$ cat src/rtl/xlat_csr_pkg.sv
package xlat_csr_pkg;
  localparam int OFF_CTL   = 'h00;
  localparam int OFF_HIT   = 'h08;
  localparam int OFF_MISS  = 'h0C;
  localparam int OFF_STALL = 'h10;
  localparam int OFF_SD    = 'h18;

  // fault index order used on every fault vector
  localparam int F_WRV = 0;
  localparam int F_PTE = 1;
  localparam int F_CAP = 2;
  localparam int NFLT  = 3;
  localparam int NCNT  = 3;

  localparam int B_ENABLE  = 0;
  localparam int B_STATS   = 1;
  localparam int B_CLR     = 2;
  localparam int B_SCLR    = 3;
  localparam int B_BUSY    = 7;
  localparam int B_BYPASS  = 8;
  localparam int B_PTE_DET = 17;
  localparam int B_SD_GO   = 30;
  localparam int B_SD_BUSY = 31;

  localparam logic [31:0] CTL_RW_MASK = 32'h070E_0F03;

  typedef logic [4:0] bitpos_t;
  localparam bitpos_t FLAG_POS [NFLT] = '{5'd12, 5'd20, 5'd27};
  localparam bitpos_t ABT_POS  [NFLT] = '{5'd11, 5'd19, 5'd26};
  localparam bitpos_t EXC_POS  [NFLT] = '{5'd9,  5'd18, 5'd24};
endpackage

$ cat src/rtl/xlat_csr_fault.sv
module xlat_csr_fault
  import xlat_csr_pkg::*;
(
  input  logic            clk,
  input  logic            rst,
  input  logic [NFLT-1:0] flt_in,
  input  logic [NFLT-1:0] det_en,
  input  logic [NFLT-1:0] w1c,
  input  logic [NFLT-1:0] int_en,
  output logic [NFLT-1:0] flags,
  output logic            irq
);
  for (genvar i = 0; i < NFLT; i++) begin : g_flag
    always_ff @(posedge clk) begin
      if (rst)                      flags[i] <= 1'b0;
      else if (flt_in[i] && det_en[i]) flags[i] <= 1'b1;
      else if (w1c[i])              flags[i] <= 1'b0;
    end
  end

  assign irq = |(flags & int_en);
endmodule

$ cat src/rtl/xlat_csr_counter.sv
module xlat_csr_counter #(
  parameter int CNT_W = 32
) (
  input  logic             clk,
  input  logic             rst,
  input  logic             clr,
  input  logic             inc,
  output logic [CNT_W-1:0] cnt
);
  always_ff @(posedge clk) begin
    if (rst || clr)             cnt <= '0;
    else if (inc && cnt != '1)  cnt <= cnt + 1'b1;
  end
endmodule

$ cat src/rtl/xlat_csr_inval.sv
module xlat_csr_inval #(
  parameter int PN_W = 24
) (
  input  logic            clk,
  input  logic            rst,
  input  logic            clr_cmd,
  input  logic            sd_cmd,
  input  logic [PN_W-1:0] sd_page_in,
  input  logic            clr_done,
  input  logic            sd_done,
  output logic            clr_busy,
  output logic            sd_busy,
  output logic [PN_W-1:0] sd_page
);
  logic idle;
  assign idle = !clr_busy && !sd_busy;

  always_ff @(posedge clk) begin
    if (rst) begin
      clr_busy <= 1'b0;
      sd_busy  <= 1'b0;
      sd_page  <= '0;
    end else begin
      if (clr_busy && clr_done)  clr_busy <= 1'b0;
      else if (idle && clr_cmd)  clr_busy <= 1'b1;

      if (sd_busy && sd_done) begin
        sd_busy <= 1'b0;
      end else if (idle && sd_cmd && !clr_cmd) begin
        sd_busy <= 1'b1;
        sd_page <= {sd_page_in[PN_W-1:2], 2'b00};
      end
    end
  end
endmodule

$ cat src/rtl/xlat_ctrl_csr.sv
module xlat_ctrl_csr
  import xlat_csr_pkg::*;
#(
  parameter int ADDR_W = 6,
  parameter int CNT_W  = 32,
  parameter int PN_W   = 24
) (
  input  logic              clk,
  input  logic              rst,
  input  logic              reg_we,
  input  logic [ADDR_W-1:0] reg_addr,
  input  logic [31:0]       reg_wdata,
  output logic [31:0]       reg_rdata,
  input  logic              ev_hit,
  input  logic              ev_miss,
  input  logic              ev_stall,
  input  logic              flt_cap,
  input  logic              flt_pte,
  input  logic              flt_wrv,
  output logic              xlat_en,
  output logic              bypass_all,
  output logic              stats_en,
  output logic [2:0]        abort_en,
  output logic [2:0]        exc_en,
  output logic              irq,
  output logic              tlb_clr_req,
  input  logic              tlb_clr_done,
  output logic              sd_req,
  output logic [PN_W-1:0]   sd_page,
  input  logic              sd_done
);
  logic [31:0]     ctl_q;
  logic            ctl_wr, sd_wr, stat_clr;
  logic [NFLT-1:0] flags, w1c, det_en, int_en;
  logic            clr_busy, sd_busy;
  logic [CNT_W-1:0] cnt [NCNT];
  logic [NCNT-1:0]  ev_vec;

  assign ctl_wr = reg_we && (reg_addr == ADDR_W'(OFF_CTL));
  assign sd_wr  = reg_we && (reg_addr == ADDR_W'(OFF_SD));

  always_ff @(posedge clk) begin
    if (rst) begin
      ctl_q    <= '0;
      stat_clr <= 1'b0;
    end else begin
      stat_clr <= ctl_wr && reg_wdata[B_SCLR];
      if (ctl_wr) ctl_q <= reg_wdata & CTL_RW_MASK;
    end
  end

  for (genvar i = 0; i < NFLT; i++) begin : g_fdec
    assign w1c[i]      = ctl_wr && reg_wdata[FLAG_POS[i]];
    assign abort_en[i] = ctl_q[ABT_POS[i]];
    assign exc_en[i]   = ctl_q[EXC_POS[i]];
  end
  assign det_en = {1'b1, ctl_q[B_PTE_DET], 1'b1};
  assign int_en = {ctl_q[25], 1'b0, ctl_q[10]};

  assign xlat_en    = ctl_q[B_ENABLE];
  assign stats_en   = ctl_q[B_STATS];
  assign bypass_all = ctl_q[B_BYPASS];

  xlat_csr_fault u_fault (
    .clk, .rst,
    .flt_in ({flt_cap, flt_pte, flt_wrv}),
    .det_en, .w1c, .int_en,
    .flags, .irq
  );

  assign ev_vec = {ev_stall, ev_miss, ev_hit};
  for (genvar c = 0; c < NCNT; c++) begin : g_cnt
    xlat_csr_counter #(.CNT_W(CNT_W)) u_cnt (
      .clk, .rst,
      .clr (stat_clr),
      .inc (ev_vec[c] && stats_en),
      .cnt (cnt[c])
    );
  end

  xlat_csr_inval #(.PN_W(PN_W)) u_inval (
    .clk, .rst,
    .clr_cmd    (ctl_wr && reg_wdata[B_CLR]),
    .sd_cmd     (sd_wr && reg_wdata[B_SD_GO]),
    .sd_page_in (reg_wdata[PN_W-1:0]),
    .clr_done   (tlb_clr_done),
    .sd_done,
    .clr_busy, .sd_busy, .sd_page
  );
  assign tlb_clr_req = clr_busy;
  assign sd_req      = sd_busy;

  logic [31:0] rd_mux;
  always_comb begin
    rd_mux = '0;
    case (reg_addr)
      ADDR_W'(OFF_CTL): begin
        rd_mux = ctl_q;
        rd_mux[B_BUSY] = clr_busy;
        for (int i = 0; i < NFLT; i++) rd_mux[FLAG_POS[i]] = flags[i];
      end
      ADDR_W'(OFF_HIT):   rd_mux = 32'(cnt[0]);
      ADDR_W'(OFF_MISS):  rd_mux = 32'(cnt[1]);
      ADDR_W'(OFF_STALL): rd_mux = 32'(cnt[2]);
      ADDR_W'(OFF_SD): begin
        rd_mux = 32'(sd_page);
        rd_mux[B_SD_BUSY] = sd_busy;
      end
      default: rd_mux = '0;
    endcase
  end

  always_ff @(posedge clk) begin
    if (rst) reg_rdata <= '0;
    else     reg_rdata <= rd_mux;
  end
endmodule

$ cat config.mk
export PLATFORM = sky130hd
export DESIGN_NAME = xlat_ctrl_csr
export DESIGN_NICKNAME = d
export VERILOG_FILES = /design/src/rtl/xlat_csr_pkg.sv /design/src/rtl/xlat_csr_fault.sv /design/src/rtl/xlat_csr_counter.sv /design/src/rtl/xlat_csr_inval.sv /design/src/rtl/xlat_ctrl_csr.sv
export SDC_FILE = /design/constraint.sdc
export NUM_CORES = 1
export LEC_CHECK = 0
export BUFFER_PORTS_ARGS = -buffer_cell sky130_fd_sc_hd__clkbuf_2
export CAP_MARGIN = 5
export CORE_MARGIN = 2
export CORE_UTILIZATION = 58
export DETAILED_ROUTE_END_ITERATION = 16
export PLACE_DENSITY_LB_ADDON = 0.12
export SKIP_LAST_GASP = 1
export SYNTH_ARGS = -nofsm -noshare
export SYNTH_HDL_FRONTEND = slang
export SYNTH_HIERARCHICAL = 1
export SYNTH_SLANG_ARGS = --single-unit
$ cat constraint.sdc
create_clock -name clk -period 2.9 [get_ports clk]
set_clock_uncertainty 0.1 [all_clocks]
set_input_delay 0.29 -clock clk [delete_from_list [all_inputs] [get_ports clk]]
set_output_delay 0.29 -clock clk [all_outputs]
set_load 0.05 [all_outputs]
Yosys cells after proc, flatten, opt, wreduce, memory -nomap -nowiden
Index checks and enable logic that the tools add are counted. Widths: inputs -> output; s select.

Word-level logic and storage cells: 64. Input port bits: 49. Flip-flop bits (word level): 168.

Reductions and logical operators: 33. $add $sub $neg: 3. Equality and inequality tests: 7. Multiplexer cells: 7. Bitwise gates (word level): 2.

Operators by type and width (count): $pmux 32 s5 (1); $add 32x1->32 const B (3); $ne 32x32->1 const B (3); $logic_and 1x1->1 (21); $eq 6x4->1 const B (2); $eq 6x5->1 const B (2); $logic_not 6->1 (1); $mux 1 (6); $reduce_bool 2->1 (3); $reduce_or 2->1 (2); $and 3x3->3 (1); $logic_not 1->1 (3); $reduce_or 3->1 (1); $reduce_and 2->1 (1); $logic_or 1x1->1 (1); $not 1->1 (1).

Depth between registers and ports, before layout
Word-level depth: 6. Gate-level depth with buffers: 9.

By module
Netlist, hierarchy kept.

Modules (own cells, without submodules): xlat_csr_counter (area an instance 1681.6 um^2, seq. area each 640.6 um^2, times used 3, cells an instance 189); xlat_ctrl_csr (area an instance 2237.1 um^2, seq. area each 900.9 um^2, times used 1, cells an instance 242); xlat_csr_inval (area an instance 1098.6 um^2, seq. area each 480.5 um^2, times used 1, cells an instance 106); xlat_csr_fault (area an instance 118.9 um^2, seq. area each 60.1 um^2, times used 1, cells an instance 14).

Worst setup path before layout
OpenSTA, ideal clock, no wires.

Path kind: input -> register. From: input port reg_addr[2]. To: register u_inval.sd_page[12]. Setup slack: 0.582 ns. Library setup time: 0.072 ns. Required time: 2.728 ns. Buffers on the path: 4. Cell stages on the path: 9. Data arrival time: 2.146 ns. Cells stage by stage: buf_2 -> nor4_1 -> and3_1 -> buf_2 -> clkbuf_1 -> and3_1 -> nor4b_4 -> buf_6 -> mux2i_1.

Word-level cells in the longest chain between the ends: 6. Elaborated cells on any way between the ends: 10. Those cells by class: 1 x eq/ne; 9 x reduce/logical.

RTL lines: start: declaration (RTL line xlat_ctrl_csr.sv:11) `input logic [ADDR_W-1:0] reg_addr,`; $eq 6x5->1 or $logic_not 6->1 (tied branches) (RTL line xlat_ctrl_csr.sv:40, xlat_ctrl_csr.sv:39); $logic_and 1x1->1 (on tied branches) (RTL line xlat_ctrl_csr.sv:40, xlat_ctrl_csr.sv:39); $logic_and 1x1->1 (on tied branches) (RTL line xlat_ctrl_csr.sv:84, xlat_ctrl_csr.sv:83); $logic_and 1x1->1 or $logic_not 1->1 (tied branches) (RTL line xlat_csr_inval.sv:29) `end else if (idle && sd_cmd && !clr_cmd) begin`; $logic_and 1x1->1 (*) (RTL line xlat_csr_inval.sv:29); $reduce_and 2->1 (no source line) (*); end signal: assignment (RTL line xlat_csr_inval.sv:31) `sd_page <= {sd_page_in[PN_W-1:2], 2'b00};`; end: declaration (RTL line xlat_csr_inval.sv:13) `output logic [PN_W-1:0] sd_page`.

Every way passes the cells marked *; elsewhere a longest branch is shown, timed or not. A chain may end at the register's enable or synchronous reset.

Final worst setup path
From: register g_cnt[2].u_cnt.cnt[0]. To: register g_cnt[2].u_cnt.cnt[17].

Word-level cells in the longest chain between the ends: 2. Elaborated cells on any way between the ends: 3. Those cells by class: 1 x add/sub; 1 x eq/ne; 1 x reduce/logical.

RTL lines: start: declaration (RTL line xlat_csr_counter.sv:8) `output logic [CNT_W-1:0] cnt`; start signal: assignment (RTL line xlat_csr_counter.sv:12) `else if (inc && cnt != '1) cnt <= cnt + 1'b1;`; branches (longest 2 deep; another with $add 32x1->32).

Several ways; the timed one is not identified.

==> impl_metrics.py <==
metrics = {
    "run_status": {
        "status": "finished, final reports clean",
    },
    "cts": {
        "post_cts_buffers": 0,
        "cts_tree": "done",
        "numCtsBuffers": 17,
        "cts_buffer_depth": 2,
        "clockRootBuffer": "clkbuf_16",
        "cts_resized": 0,
        "cts_sinks": 168,
        "clock_latency_ns": 0.43,
        "clk_pin_slew_worst_paths_ns": 0.07,
        "cts_hold_buffers": 14,
        "htreeDepth": 4,
    },
    "timing": {
        "fin_ws_ns": 0.5343,
        "hold_viol": 0,
        "finalCriticalPeriod_ns": 2.366,
        "rsz0062_at_grt": "false",
        "tightest_slew_ns": 0.7631,
        "drv_slew": 0,
        "finalCritPeriodShare_pct": 81.58,
        "finalSetupViolations": 0,
        "fmax_ghz": 0.4227,
        "final.setup.tns_ns": 0,
        "slew_headroom_pct": 48.32,
    },
    "floorplan": {
        "fp.coreArea_um2": 14420,
        "die_h_um": 125.1,
        "ios": 117,
        "die_w_um": 125.1,
        "initial_core_util_pct": 58.93,
        "rows": 44,
        "die-area_um2": 15640,
    },
    "setup_path": {
        "crit_path_start_kind": "flip-flop",
        "required_ns": 3.09,
        "cp_cell_sequence": "ha_1, and3_2, nand2_1, o311ai_4, or3_2, a21oi_2",
        "cp-startpoint": "g_cnt[2].u_cnt/cnt[0]",
        "crit_slowest_cell": "o311ai_4",
        "cpPeakStageDelay_ns": 0.70,
        "path_class": "flip-flop to flip-flop",
        "worst-path-max-fanout": 16,
        "worstPathArrival_ns": 2.56,
        "cp-end-kind": "flip-flop",
        "r2r_start": "g_cnt[2].u_cnt/cnt[0]",
    },
    "finish": {
        "layout-drive-gt1-share_pct": 26.16,
        "antenna_cells": 0,
        "syn2layout_area_growth_pct": 14.79,
        "final-instance-count-excl-fill": 1220,
        "postLayoutCoreUtil_pct": 67.64,
        "final_nets": 1075,
    },
    "drt": {
        "wl_um": 22380,
        "vias": 7578,
        "post_drt_wl_per_cell_um": 18.34,
        "drtIter0Drc": 623,
        "final_antenna_net_count": 0,
        "first_pass_iters": 7,
        "vias_per_cell": 6.211,
        "drc": 0,
    },
    "placed_design": {
        "io_buffers": 111,
        "pre_cts_slack_ns": 0.6020,
        "hpwl_um": 15730,
        "place_inst": 1174,
        "gp_congestion": 0.8496,
    },
    "global_route": {
        "overflow": 0,
        "grt_pass1_vias": 6654,
        "antenna_found_initial": 0,
        "grt_max_degree": 51,
        "grt_util_all_layers_pct": 28.17,
        "grt_pass1_wl_um": 35700,
    },
    "logic_synthesis": {
        "syn_inst": 929,
        "synth.most_common_cell": "dfxtp_1",
        "yosysTopAreaCell": "dfxtp_1",
        "synth.top_cell.area_share_pct": 39.57,
        "synth_async_sr_flop_share_pct": 0,
        "synthesis.area_um2": 8499,
        "ys_types": 54,
        "synth_common_cells": "dfxtp_1 (168), a21oi_1 (94), nand2_1 (51), nand2b_1 (48), nand3_1 (46)",
        "ys_seq_area_share_pct": 39.57,
        "synth_edf_count": 0,
        "yosys_warnings": 6,
        "synth_seq_cells": 168,
        "ys.flop_type": "dfxtp_1",
        "syn_avg_cell_area_um2": 9.149,
        "synth_area_leaders": "dfxtp_1 (40%), a21oi_1 (5.5%), mux2_2 (4.2%)",
    },
    "pwr": {
        "power_uw": 4765,
        "power_density_nw_per_um2": 488.4,
        "peakVddDrop_v": 0.0004960,
        "p_leak_uw": 0.003248,
    },
    "worst_hold_path": {
        "hp-class": "primary input to flip-flop",
        "hp-start": "reg_wdata[20]",
    },
    "flow_run": {
        "maxCapViolCount": 0,
    },
}
-- power breakdown --
part | switching [uW] | leakage (uW) | internal, uW
Sequential | 4.31 | 0.00135 | 2310
Clock | 963 | 0.000286 | 1320
Combinational | 100 | 0.00161 | 65.9
-- area by class of cell --
class / count / area, um^2
repair buffers: 137 / 810.8
flip-flops and latches: 168 / 3363
clock buffers: 19 / 452.9
inverters: 14 / 52.55
well taps: 184 / 230.2
fillers: 1212 / 4667
multi-input cells: 685 / 4702
clock inverters: 13 / 145.1
-- cell families after synthesis --
logic type               Yosys count  synth area share, %
AO/OA/AOI/OAI                    258                21.04
XOR/XNOR                           6               0.6184
multiplexers                      57                7.184
other                              3               0.1325
AND/OR/NAND/NOR                  356                25.59
buffers and inverters             78                5.432
adder cells (fa/ha/maj)            3               0.4417
flip-flops                       168                39.57
-- worst paths after layout --
path                                               end  slack, ns  cells after the start
worst max register to register  g_cnt[2].u_cnt/cnt[17]       0.53                      6
worst max-delay path            g_cnt[2].u_cnt/cnt[17]       0.53                      6
worst min-delay path               u_inval/sd_page[20]       0.01                      3
worst min register to register               ctl_q[18]       0.37                      2
-- state kept, by name, indices dropped and copies added, names as in the netlist --
register and flops:
g_cnt.u_cnt/cnt 96, reg_rdata 32, u_inval/sd_page 22, ctl_q 12, u_fault/flags 3, stat_clr 1
u_inval/clr_busy 1, u_inval/sd_busy 1
-- metal layers --
| metal | routed length (um) | GRT usage, % |
|---|---|---|
| met5 | 0 | 0 |
| met4 | 201 | 5.752 |
| met3 | 1390 | 4.750 |
| met2 | 10590 | 45.36 |
| met1 | 10200 | 40.13 |
-- cells in the final DEF (no fill, tap or decap), types with 7 or more instances in the layout --
| cell | n |
|---|---|
| a21oi_2 | 21 |
| or3_2 | 12 |
| clkbuf_2 | 111 |
| dlygate4sd3_1 | 14 |
| nand3_1 | 46 |
| or4_1 | 27 |
| and2_1 | 7 |
| or3_1 | 45 |
| buf_4 | 10 |
| nor2_1 | 33 |
| clkbuf_16 | 17 |
| a22oi_1 | 27 |
| dfxtp_1 | 168 |
| a21oi_1 | 94 |
| nand2b_1 | 48 |
| inv_1 | 14 |
| and4_1 | 12 |
| mux2_2 | 32 |
| nand4_1 | 24 |
| nand2_1 | 51 |
| o21ai_0 | 30 |
| mux2i_1 | 25 |
| o21ai_1 | 24 |
| a222oi_1 | 18 |
| o31ai_1 | 27 |
-- through the flow --
stage | cell area [um^2] | hold slack [ns]
after global routing | 9757 | 0.009554
final | 9757 | 0.009562
after global placement | 9019 | 0.3690
after CTS | 9757 | 0.0001719
after detailed placement | 9019 | 0.3661
after floorplan | 8507 | 0.2591
-- critical path, delay by kind of cell (launching register included) --
kind / cells / cell delay, ns
AO/OA/AOI/OAI: 2 / 0.75
AND/OR/NAND/NOR: 3 / 0.67
flip-flops: 1 / 0.45
adder cells (fa/ha/maj): 1 / 0.24
Power figures use the tool's default switching activity.
